## src/rtl/trimdiv_pkg.sv

```systemverilog
package trimdiv_pkg;

    localparam int TRIM_W = 3;

    typedef struct packed {
        logic       neg;
        logic [1:0] steps;
    } trim_code_t;

    // largest whole-cycle correction one second can owe
    function automatic int kmax_f(int div, int scale, int step_ppm);
        return (scale - 1 + 3 * step_ppm * div) / scale;
    endfunction

    // bits needed to hold values 0 .. n-1
    function automatic int bits_f(int n);
        return (n < 2) ? 1 : $clog2(n);
    endfunction

endpackage

```

## src/rtl/trimdiv_accum.sv

```systemverilog
module trimdiv_accum
    import trimdiv_pkg::*;
#(
    parameter int DIV      = 32768,
    parameter int SCALE    = 1000000,
    parameter int STEP_PPM = 20,
    parameter int K_MAX    = kmax_f(DIV, SCALE, STEP_PPM),
    parameter int K_W      = bits_f(K_MAX + 1)
) (
    input  logic           clk,
    input  logic           rst,
    input  logic           boundary,
    input  trim_code_t     trim_in,
    output logic [K_W-1:0] corr_k,
    output logic           corr_neg
);

    localparam int ACC_W = bits_f(SCALE + 3 * STEP_PPM * DIV);
    localparam logic [ACC_W-1:0] UNIT_INC = ACC_W'(STEP_PPM * DIV);
    localparam logic [ACC_W-1:0] SCALE_V  = ACC_W'(SCALE);

    typedef struct packed {
        trim_code_t       code;
        logic [ACC_W-1:0] acc;
        logic [K_W-1:0]   k;
    } acc_state_t;

    acc_state_t st_d, st_q;
    logic [ACC_W-1:0] inc, sum, rem;
    logic [K_W-1:0]   k_new;

    always_comb begin
        st_d  = st_q;
        inc   = UNIT_INC * ACC_W'(st_q.code.steps);
        sum   = st_q.acc + inc;
        k_new = '0;
        for (int i = 1; i <= K_MAX; i++) begin
            if (sum >= ACC_W'(i * SCALE)) k_new = K_W'(i);
        end
        rem = sum - ACC_W'(k_new) * SCALE_V;
        if (boundary) begin
            if (trim_in != st_q.code) begin
                st_d.code = trim_in;
                st_d.acc  = '0;
                st_d.k    = '0;
            end else begin
                st_d.acc  = rem;
                st_d.k    = k_new;
            end
        end
    end

    always_ff @(posedge clk) begin
        if (rst) st_q <= '0;
        else     st_q <= st_d;
    end

    assign corr_k   = st_q.k;
    assign corr_neg = st_q.code.neg;


    acc_below_scale_chk: assert property (@(posedge clk) disable iff (rst)
        st_q.acc < SCALE_V);


    change_clears_chk: assert property (@(posedge clk) disable iff (rst)
        (!$past(rst) && $past(boundary) && ($past(trim_in) != $past(st_q.code)))
        |-> (st_q.acc == '0 && st_q.k == '0 && st_q.code == $past(trim_in)));


    zero_mag_chk: assert property (@(posedge clk) disable iff (rst)
        (st_q.code.steps == 2'b00) |-> (st_q.k == '0));


    hold_mid_second_chk: assert property (@(posedge clk) disable iff (rst)
        (!$past(rst) && !$past(boundary)) |-> $stable(st_q));

endmodule

```

## src/rtl/trimdiv_count.sv

```systemverilog
module trimdiv_count #(
    parameter int DIV   = 32768,
    parameter int K_MAX = 2,
    parameter int K_W   = 2
) (
    input  logic           clk,
    input  logic           rst,
    input  logic           osc_en,
    input  logic [K_W-1:0] corr_k,
    input  logic           corr_neg,
    output logic           boundary,
    output logic           tick,
    output logic           corr_sec
);

    localparam int CNT_W = trimdiv_pkg::bits_f(DIV + K_MAX);
    localparam logic [CNT_W-1:0] NOM_LAST = CNT_W'(DIV - 1);

    typedef struct packed {
        logic [CNT_W-1:0] cnt;
        logic             tick;
        logic             corr;
    } cnt_state_t;

    cnt_state_t st_d, st_q;
    logic [CNT_W-1:0] last;

    always_comb begin
        last     = corr_neg ? (NOM_LAST + CNT_W'(corr_k)) : (NOM_LAST - CNT_W'(corr_k));
        boundary = osc_en && (st_q.cnt == last);
        st_d      = st_q;
        st_d.tick = boundary;
        st_d.corr = boundary && (corr_k != '0);
        if (osc_en) st_d.cnt = boundary ? '0 : st_q.cnt + 1'b1;
    end

    always_ff @(posedge clk) begin
        if (rst) st_q <= '0;
        else     st_q <= st_d;
    end

    assign tick     = st_q.tick;
    assign corr_sec = st_q.corr;


    tick_pulse_chk: assert property (@(posedge clk) disable iff (rst)
        st_q.tick |=> !st_q.tick);


    corr_only_on_tick_chk: assert property (@(posedge clk) disable iff (rst)
        st_q.corr |-> st_q.tick);


    cnt_range_chk: assert property (@(posedge clk) disable iff (rst)
        st_q.cnt <= CNT_W'(DIV - 1 + K_MAX));


    corr_stable_chk: assert property (@(posedge clk) disable iff (rst)
        (!$past(rst) && !$past(boundary)) |-> ($stable(corr_k) && $stable(corr_neg)));


    idle_hold_chk: assert property (@(posedge clk) disable iff (rst)
        (!$past(rst) && !$past(osc_en)) |-> ($stable(st_q.cnt) && !st_q.tick));

endmodule

```

## src/rtl/trimdiv_sec.sv

```systemverilog
module trimdiv_sec
    import trimdiv_pkg::*;
#(
    parameter int DIV      = 32768,
    parameter int SCALE    = 1000000,
    parameter int STEP_PPM = 20
) (
    input  logic              clk,
    input  logic              rst,
    input  logic              osc_en,
    input  logic [TRIM_W-1:0] trim_code,
    output logic              sec_tick,
    output logic              trim_sec
);

    localparam int K_MAX = kmax_f(DIV, SCALE, STEP_PPM);
    localparam int K_W   = bits_f(K_MAX + 1);

    logic           boundary;
    logic [K_W-1:0] corr_k;
    logic           corr_neg;
    trim_code_t     code_in;

    assign code_in = trim_code_t'(trim_code);

    trimdiv_accum #(
        .DIV(DIV), .SCALE(SCALE), .STEP_PPM(STEP_PPM), .K_MAX(K_MAX), .K_W(K_W)
    ) accum_i (
        .clk(clk), .rst(rst), .boundary(boundary), .trim_in(code_in),
        .corr_k(corr_k), .corr_neg(corr_neg)
    );

    trimdiv_count #(
        .DIV(DIV), .K_MAX(K_MAX), .K_W(K_W)
    ) count_i (
        .clk(clk), .rst(rst), .osc_en(osc_en), .corr_k(corr_k), .corr_neg(corr_neg),
        .boundary(boundary), .tick(sec_tick), .corr_sec(trim_sec)
    );


    reset_quiet_chk: assert property (@(posedge clk)
        $past(rst) |-> (!sec_tick && !trim_sec));

endmodule

```

## config.mk

```make
export PLATFORM = sky130hd
export DESIGN_NAME = trimdiv_sec
export DESIGN_NICKNAME = d
export VERILOG_FILES = /design/src/rtl/trimdiv_pkg.sv /design/src/rtl/trimdiv_accum.sv /design/src/rtl/trimdiv_count.sv /design/src/rtl/trimdiv_sec.sv
export SDC_FILE = /design/constraint.sdc
export NUM_CORES = 1
export LEC_CHECK = 0
export BUFFER_PORTS_ARGS = -buffer_cell sky130_fd_sc_hd__buf_2
export CORE_UTILIZATION = 45
export DETAILED_ROUTE_END_ITERATION = 7
export PLACE_DENSITY = 0.69
export SYNTH_ARGS = -nofsm -noshare
export SYNTH_HDL_FRONTEND = slang
export SYNTH_SLANG_ARGS = --single-unit
```

## constraint.sdc

```tcl
create_clock -name clk -period 3.6 [get_ports clk]
set_input_delay 0.9 -clock clk [delete_from_list [all_inputs] [get_ports clk]]
set_output_delay 0.9 -clock clk [all_outputs]
set_load 0.01 [all_outputs]
```

After elaboration in Yosys (flattened, before gate mapping)
Cells that the tools add are included.
- ROM bits: 0
- word-level logic and storage cells: 27
- bits in latches: 0
- memories kept: 0
- bits in registers: 45
- memory bits (writable): 0
- div/mod/pow operators: 0
- multiplexer cells: 5
- $mul: 2
- bitwise logic cells: 0
- reduce and logical (&&, ||, !) cells: 4
- add/sub/neg operators: 5
- shift-type cells: 0
- equal/unequal tests: 2
- $lt $le $gt $ge: 2
- operator list (operator ; number):
    two-way mux 16 bit ; 2
    two-way mux 24 bit ; 1
    adder 22 bit ; 1
    greater-or-equal comparator 22 x 20 -> 1 bit (second input constant) ; 1
    greater-or-equal comparator 22 x 21 -> 1 bit (second input constant) ; 1
    subtractor 22 bit ; 1
    adder 15 x 2 -> 16 bit (first input constant) ; 1
    adder 16 x 1 -> 16 bit (second input constant) ; 1
    == test 16 bit ; 1
    multiplier 2 x 14 -> 16 bit (second input constant) ; 1
    subtractor 15 x 2 -> 16 bit (first input constant) ; 1
    multiplier 3 x 2 -> 5 bit (first input constant) ; 1
    != test 3 bit ; 1
    logical AND 1 bit ; 2
    two-way mux 2 bit ; 1
    AND reduction 2 bit ; 1
    nonzero test 2 bit ; 1
    two-way mux 1 bit ; 1

Longest topological paths before layout
- depth in word-level cells: 8
- gate-level depth with buffers: 17
- mapped depth without buffers: 17

Modules after synthesis
Synthesis repeated with hierarchy kept, for this count alone.
- cells, all modules: 305
- area total of the unflattened synthesis: 2586.2 um^2
- modules (own cells, without submodules) (module ; instances ; area an instance (um^2) ; seq. area each (um^2) ; cells an instance):
    trimdiv_accum ; 1 ; 1542.7 ; 420.4 ; 188
    trimdiv_count ; 1 ; 1043.5 ; 360.3 ; 117

Worst setup path after synthesis
No wires, ideal clock.
- kind: register to register
- from: register accum_i.st_q[24] (netlist name)
- to: register accum_i.st_q[22] (netlist name)
- arrival: 3279 ps
- stages on the path, launching flop included: 14
- slack: 198 ps
- setup time: 122 ps
- period minus slack after synthesis: 3402 ps
- cells stage by stage: dfxtp_1 -> ha_1 -> fa_1 -> xor2_1 -> and3_1 -> o211a_1 -> a21oi_1 -> ha_1 -> a211o_1 -> nand4bb_1 -> a41o_1 -> a21oi_1 -> xor2_1 -> o21ai_0
- word-level cells in the longest chain between the ends: 8
- elaborated cells on any way between the ends: 10
- those cells by class: add/sub: 2; mul: 2; order compare: 2; eq/ne: 1; mux: 3
- ends and longest elaborated chain (item ; line ; source):
    from (decl) ; trimdiv_accum.sv:28 ; acc_state_t st_d, st_q;
    from (signal assigned) ; trimdiv_accum.sv:55 ; else st_q <= st_d;
    multiplier 3 x 2 -> 5 bit ; trimdiv_accum.sv:34 ; inc = UNIT_INC * ACC_W'(st_q.code.steps);
    adder 22 bit ; trimdiv_accum.sv:35 ; sum = st_q.acc + inc;
    greater-or-equal comparator 22 x 20 -> 1 bit ; trimdiv_accum.sv:38 ; if (sum >= ACC_W'(i * SCALE)) k_new = K_W'(i);
    two-way mux 1 bit ; trimdiv_accum.sv:38 ;
    two-way mux 2 bit ; trimdiv_accum.sv:38 ;
    multiplier 2 x 14 -> 16 bit ; trimdiv_accum.sv:40 ; rem = sum - ACC_W'(k_new) * SCALE_V;
    subtractor 22 bit ; trimdiv_accum.sv:40 ;
    two-way mux 24 bit * ; trimdiv_accum.sv:42 ; if (trim_in != st_q.code) begin
Mark *: on every way between the ends. The rest lies on a longest branch, timed or not.
A chain may end at the register's enable or synchronous reset.

Final worst setup path
Ends and elaborated chain as after synthesis.

==> metrics.txt <==
# TYPE chip_impl_metric gauge
chip_impl_metric{name="core_region_area",unit="sq mm"} 0.00514
chip_impl_info{name="status",value="completed"} 1
chip_impl_metric{name="h-tree-depth",unit=""} 2
chip_impl_metric{name="post-route-drc-count",unit=""} 0
chip_impl_metric{name="ir_worst_vdd",unit="mV"} 0.142
chip_impl_metric{name="period_utilisation_layout",unit="%"} 96.2
chip_impl_info{name="min-delay-path-class",value="reg -> reg"} 1
chip_impl_metric{name="hpwlAfterDp",unit="mm"} 3.68
chip_impl_metric{name="final.fill_count",unit=""} 513
chip_impl_metric{name="grt_antenna_before_repair",unit=""} 0
chip_impl_metric{name="post_route_cells_drive_above_1_share",unit="%"} 14.0
chip_impl_metric{name="tritoncts_num_sinks",unit=""} 39
chip_impl_metric{name="max-cap-violations",unit=""} 0
chip_impl_metric{name="antenna_cells_inserted",unit=""} 0
chip_impl_metric{name="routabilityCongestion",unit=""} 0.901
chip_impl_metric{name="syn_inst",unit=""} 282
chip_impl_metric{name="detailedPlace.worstSlack",unit="ps"} 40.5
chip_impl_metric{name="cellLeakagePower",unit="nW"} 1.11
chip_impl_metric{name="synth_async_sr_flop_share",unit="%"} 0
chip_impl_metric{name="critPathArrivalTime",unit="ps"} 3630
chip_impl_info{name="layout.cells.most_common_list",value="sky130_fd_sc_hd__dfxtp_1 (38), sky130_fd_sc_hd__nor2_1 (33), sky130_fd_sc_hd__nand2_1 (24)"} 1
chip_impl_metric{name="numCtsBuffers",unit=""} 5
chip_impl_metric{name="ctsLongestPathBuffers",unit=""} 2
chip_impl_info{name="setup.worst_path.class",value="reg -> reg"} 1
chip_impl_metric{name="layout-area-overhead-vs-synth",unit="%"} 12.4
chip_impl_info{name="clockRootBuffer",value="sky130_fd_sc_hd__clkbuf_8"} 1
chip_impl_metric{name="vias_in_the_first_global_route",unit=""} 1960
chip_impl_metric{name="drt-vias-per-instance",unit=""} 5.49
chip_impl_metric{name="die_width",unit="um"} 75.1
chip_impl_metric{name="ys_types",unit=""} 50
chip_impl_metric{name="powerDensity",unit="mW/mm^2"} 305
chip_impl_metric{name="sequential_fraction_of_the_synthesis_area",unit="%"} 32.5
chip_impl_metric{name="post_cts_hold_fix_bufs",unit=""} 0
chip_impl_metric{name="synthesis.area_per_instance",unit="sq um"} 8.53
chip_impl_metric{name="num_rows",unit=""} 26
chip_impl_metric{name="synth-xor-area-share",unit="%"} 11.3
chip_impl_info{name="tritoncts",value="built"} 1
chip_impl_metric{name="maximum_number_of_pins_on_one_net_before_global_route_repair",unit=""} 18
chip_impl_metric{name="timing.clock.skew",unit="ps"} 10.1
chip_impl_metric{name="critPathMaxFanout",unit=""} 5
chip_impl_metric{name="clkSlewWorstSetupHoldPaths",unit="ps"} 80
chip_impl_metric{name="detailedRoute.firstIterationViolations",unit=""} 112
chip_impl_metric{name="mappedNetlistNets",unit=""} 307
chip_impl_metric{name="maxClockFrequency",unit="MHz"} 289
chip_impl_metric{name="die_height",unit="um"} 75.1
chip_impl_metric{name="clk_latency",unit="ps"} 300
chip_impl_info{name="setup.worst_path.start_class",value="register"} 1
chip_impl_metric{name="pin_slew_with_the_least_headroom_to_its_limit",unit="ps"} 585
chip_impl_metric{name="synth-edff-count",unit=""} 0
chip_impl_info{name="critical_path.endpoint_type",value="register"} 1
chip_impl_metric{name="yosys_register_bits",unit=""} 39
chip_impl_metric{name="portBuffers",unit=""} 7
chip_impl_metric{name="layout.cells.non_filler",unit=""} 369
chip_impl_metric{name="yosys-mux-area-fraction",unit="%"} 2.50
chip_impl_metric{name="detail-route-antenna-nets",unit=""} 0
chip_impl_metric{name="slew_headroom",unit="%"} 61.0
chip_impl_metric{name="synth_area",unit="sq mm"} 0.00240
chip_impl_metric{name="yosys_warnings",unit=""} 0
chip_impl_metric{name="dieArea",unit="sq mm"} 0.00564
chip_impl_metric{name="grt_first_pass_wirelength",unit="mm"} 8.69
chip_impl_info{name="layout.cells.most_common",value="sky130_fd_sc_hd__dfxtp_1"} 1
chip_impl_metric{name="num_vias",unit=""} 2027
chip_impl_metric{name="finalWirelength",unit="mm"} 5.09
chip_impl_metric{name="synth_simple_gate_area_share",unit="%"} 24.1
chip_impl_metric{name="cp.required",unit="ps"} 3770
chip_impl_metric{name="final-setup-viol-count",unit=""} 0
chip_impl_info{name="main_combinational_cell_family_by_area_after_synthesis",value="simple AND/OR/NAND/NOR gates"} 1
chip_impl_metric{name="dr.pass1.iters",unit=""} 4
chip_impl_metric{name="post_synth_fa_ha_maj_area_fraction",unit="%"} 10.5
chip_impl_metric{name="compound_gate_portion_of_the_synthesized_area",unit="%"} 16.2
chip_impl_info{name="synth_top_flop_cell",value="sky130_fd_sc_hd__dfxtp_1"} 1
chip_impl_metric{name="hold_violations",unit=""} 0
chip_impl_metric{name="drt-wirelength-per-cell",unit="um"} 13.8
chip_impl_metric{name="layout_setup_ws",unit="ps"} 138
chip_impl_metric{name="grt_usage",unit="%"} 20.3
chip_impl_metric{name="slew_violations",unit=""} 0
chip_impl_metric{name="min_period",unit="ps"} 3460
chip_impl_metric{name="grt_remaining_overflow",unit=""} 0
chip_impl_metric{name="num_io_pins",unit=""} 8
chip_impl_metric{name="nets",unit=""} 323
chip_impl_metric{name="place.detailed.instances",unit=""} 359
chip_impl_metric{name="start_util",unit="%"} 46.8
[registers in the layout, summed over array words and instances (netlist names)]
register,count
accum_i.corr_k,2
accum_i.st_q,18
count_i.corr_sec,1
accum_i.corr_neg,1
count_i.st_q,16
count_i.tick,1
[per-layer routing]
metal | routed length [um] | vias up | global-route usage [%]
li1 | - | 1048 | -
met1 | 2480 | 940 | 25.3
met2 | 2380 | 29 | 34.9
met3 | 141 | 10 | 4.42
met4 | 88 | 0 | 6.50
met5 | 0 | - | 0
[cells in the mapped netlist, drive strengths merged (2+ instances only)]
library cell | instances | area, sq um
and3 | 5 | 31.3
a41o | 2 | 20.0
o21ai | 19 | 95.1
a211oi | 2 | 15.0
nor4 | 3 | 33.8
nor3b | 2 | 15.0
dfxtp | 39 | 781
nand2 | 24 | 90.1
or3 | 3 | 18.8
ha | 17 | 213
clkbuf | 3 | 11.3
or2 | 3 | 18.8
nor3 | 7 | 35.0
o22ai | 4 | 25.0
nand3 | 11 | 60.1
nor2 | 33 | 124
nand2b | 5 | 31.3
a31oi | 3 | 18.8
inv | 9 | 33.8
buf | 4 | 26.3
xor2 | 16 | 140
mux2i | 6 | 60.1
a21o | 3 | 22.5
o31ai | 3 | 36.3
o21bai | 2 | 15.0
nand4 | 7 | 50.1
a21oi | 15 | 75.1
xnor2 | 15 | 131
fa | 2 | 40.0
or4b | 2 | 20.0
[layout make-up]
cell class              count  area [sq um]  area share [%]
repair buffers             16           103            3.79
inverters                   9          33.8            1.25
clock inverters             3          43.8            1.62
flip-flops and latches     39           782            28.9
multi-input cells         227          1590            58.6
well taps                  70          87.6            3.24
clock buffers               5          68.8            2.55
[power by group]
group / switching [W] / total [W] / leakage, nW / internal [W]
clock network: 0.000163 / 0.000369 / 0.0581 / 0.000206
logic: 0.0000136 / 0.0000216 / 0.734 / 0.00000802
registers: 0.00000226 / 0.000435 / 0.315 / 0.000433
[per-stage QoR]
stage | setup TNS, ps | area, sq um | total power (W) | hold slack (ps) | util, %
floorplan | 0 | 2400 | 0.000458 | 429 | -
global placement | 0 | 2540 | 0.000467 | 452 | 49.5
detailed placement | 0 | 2540 | 0.000467 | 464 | 49.5
CTS | 0 | 2660 | 0.000831 | 478 | 51.7
global route | -116 | 2700 | 0.000861 | 496 | 52.6
finish | 0 | 2700 | 0.000826 | 482 | 52.6
[worst paths after layout]
check / from / end / slack (ps) / cells past startpoint
worst min register to register: accum_i.st_q[23] / accum_i.st_q[23] / 480 / 2
worst min-delay path: accum_i.st_q[23] / accum_i.st_q[23] / 480 / 2
worst max register to register: accum_i.st_q[24] / accum_i.st_q[22] / 140 / 14
worst max-delay path: accum_i.st_q[24] / accum_i.st_q[22] / 140 / 14
[kinds of logic after synthesis]
kind of cell | Yosys count
AO/OA/AOI/OAI | 60
AND/OR/NAND/NOR | 111
XOR/XNOR | 31
buffers and inverters | 16
adder cells (fa/ha/maj) | 19
flip-flops | 39
multiplexers | 6
[worst max-delay path, stage by stage (launching register included)]
cell                        delay [ps]
sky130_fd_sc_hd__dfxtp_1           320
sky130_fd_sc_hd__ha_2              190
sky130_fd_sc_hd__fa_2              350
sky130_fd_sc_hd__xor2_1            210
sky130_fd_sc_hd__and3_4            230
sky130_fd_sc_hd__o211a_1           180
sky130_fd_sc_hd__a21oi_1            90
sky130_fd_sc_hd__buf_4             190
sky130_fd_sc_hd__ha_1              340
sky130_fd_sc_hd__a211o_1           340
sky130_fd_sc_hd__nand4bb_1         230
sky130_fd_sc_hd__a41o_1            220
sky130_fd_sc_hd__a21oi_2           170
sky130_fd_sc_hd__xor2_1            180
sky130_fd_sc_hd__o21ai_1            90
[repair_timing]
action                     CTS  global route
pin swaps                    1             6
setup buffers                0             2
setup endpoints to repair    1             9
gates resized for setup      1            10
cloned                       0             0
No activity file was read; power rests on OpenSTA's default activity.
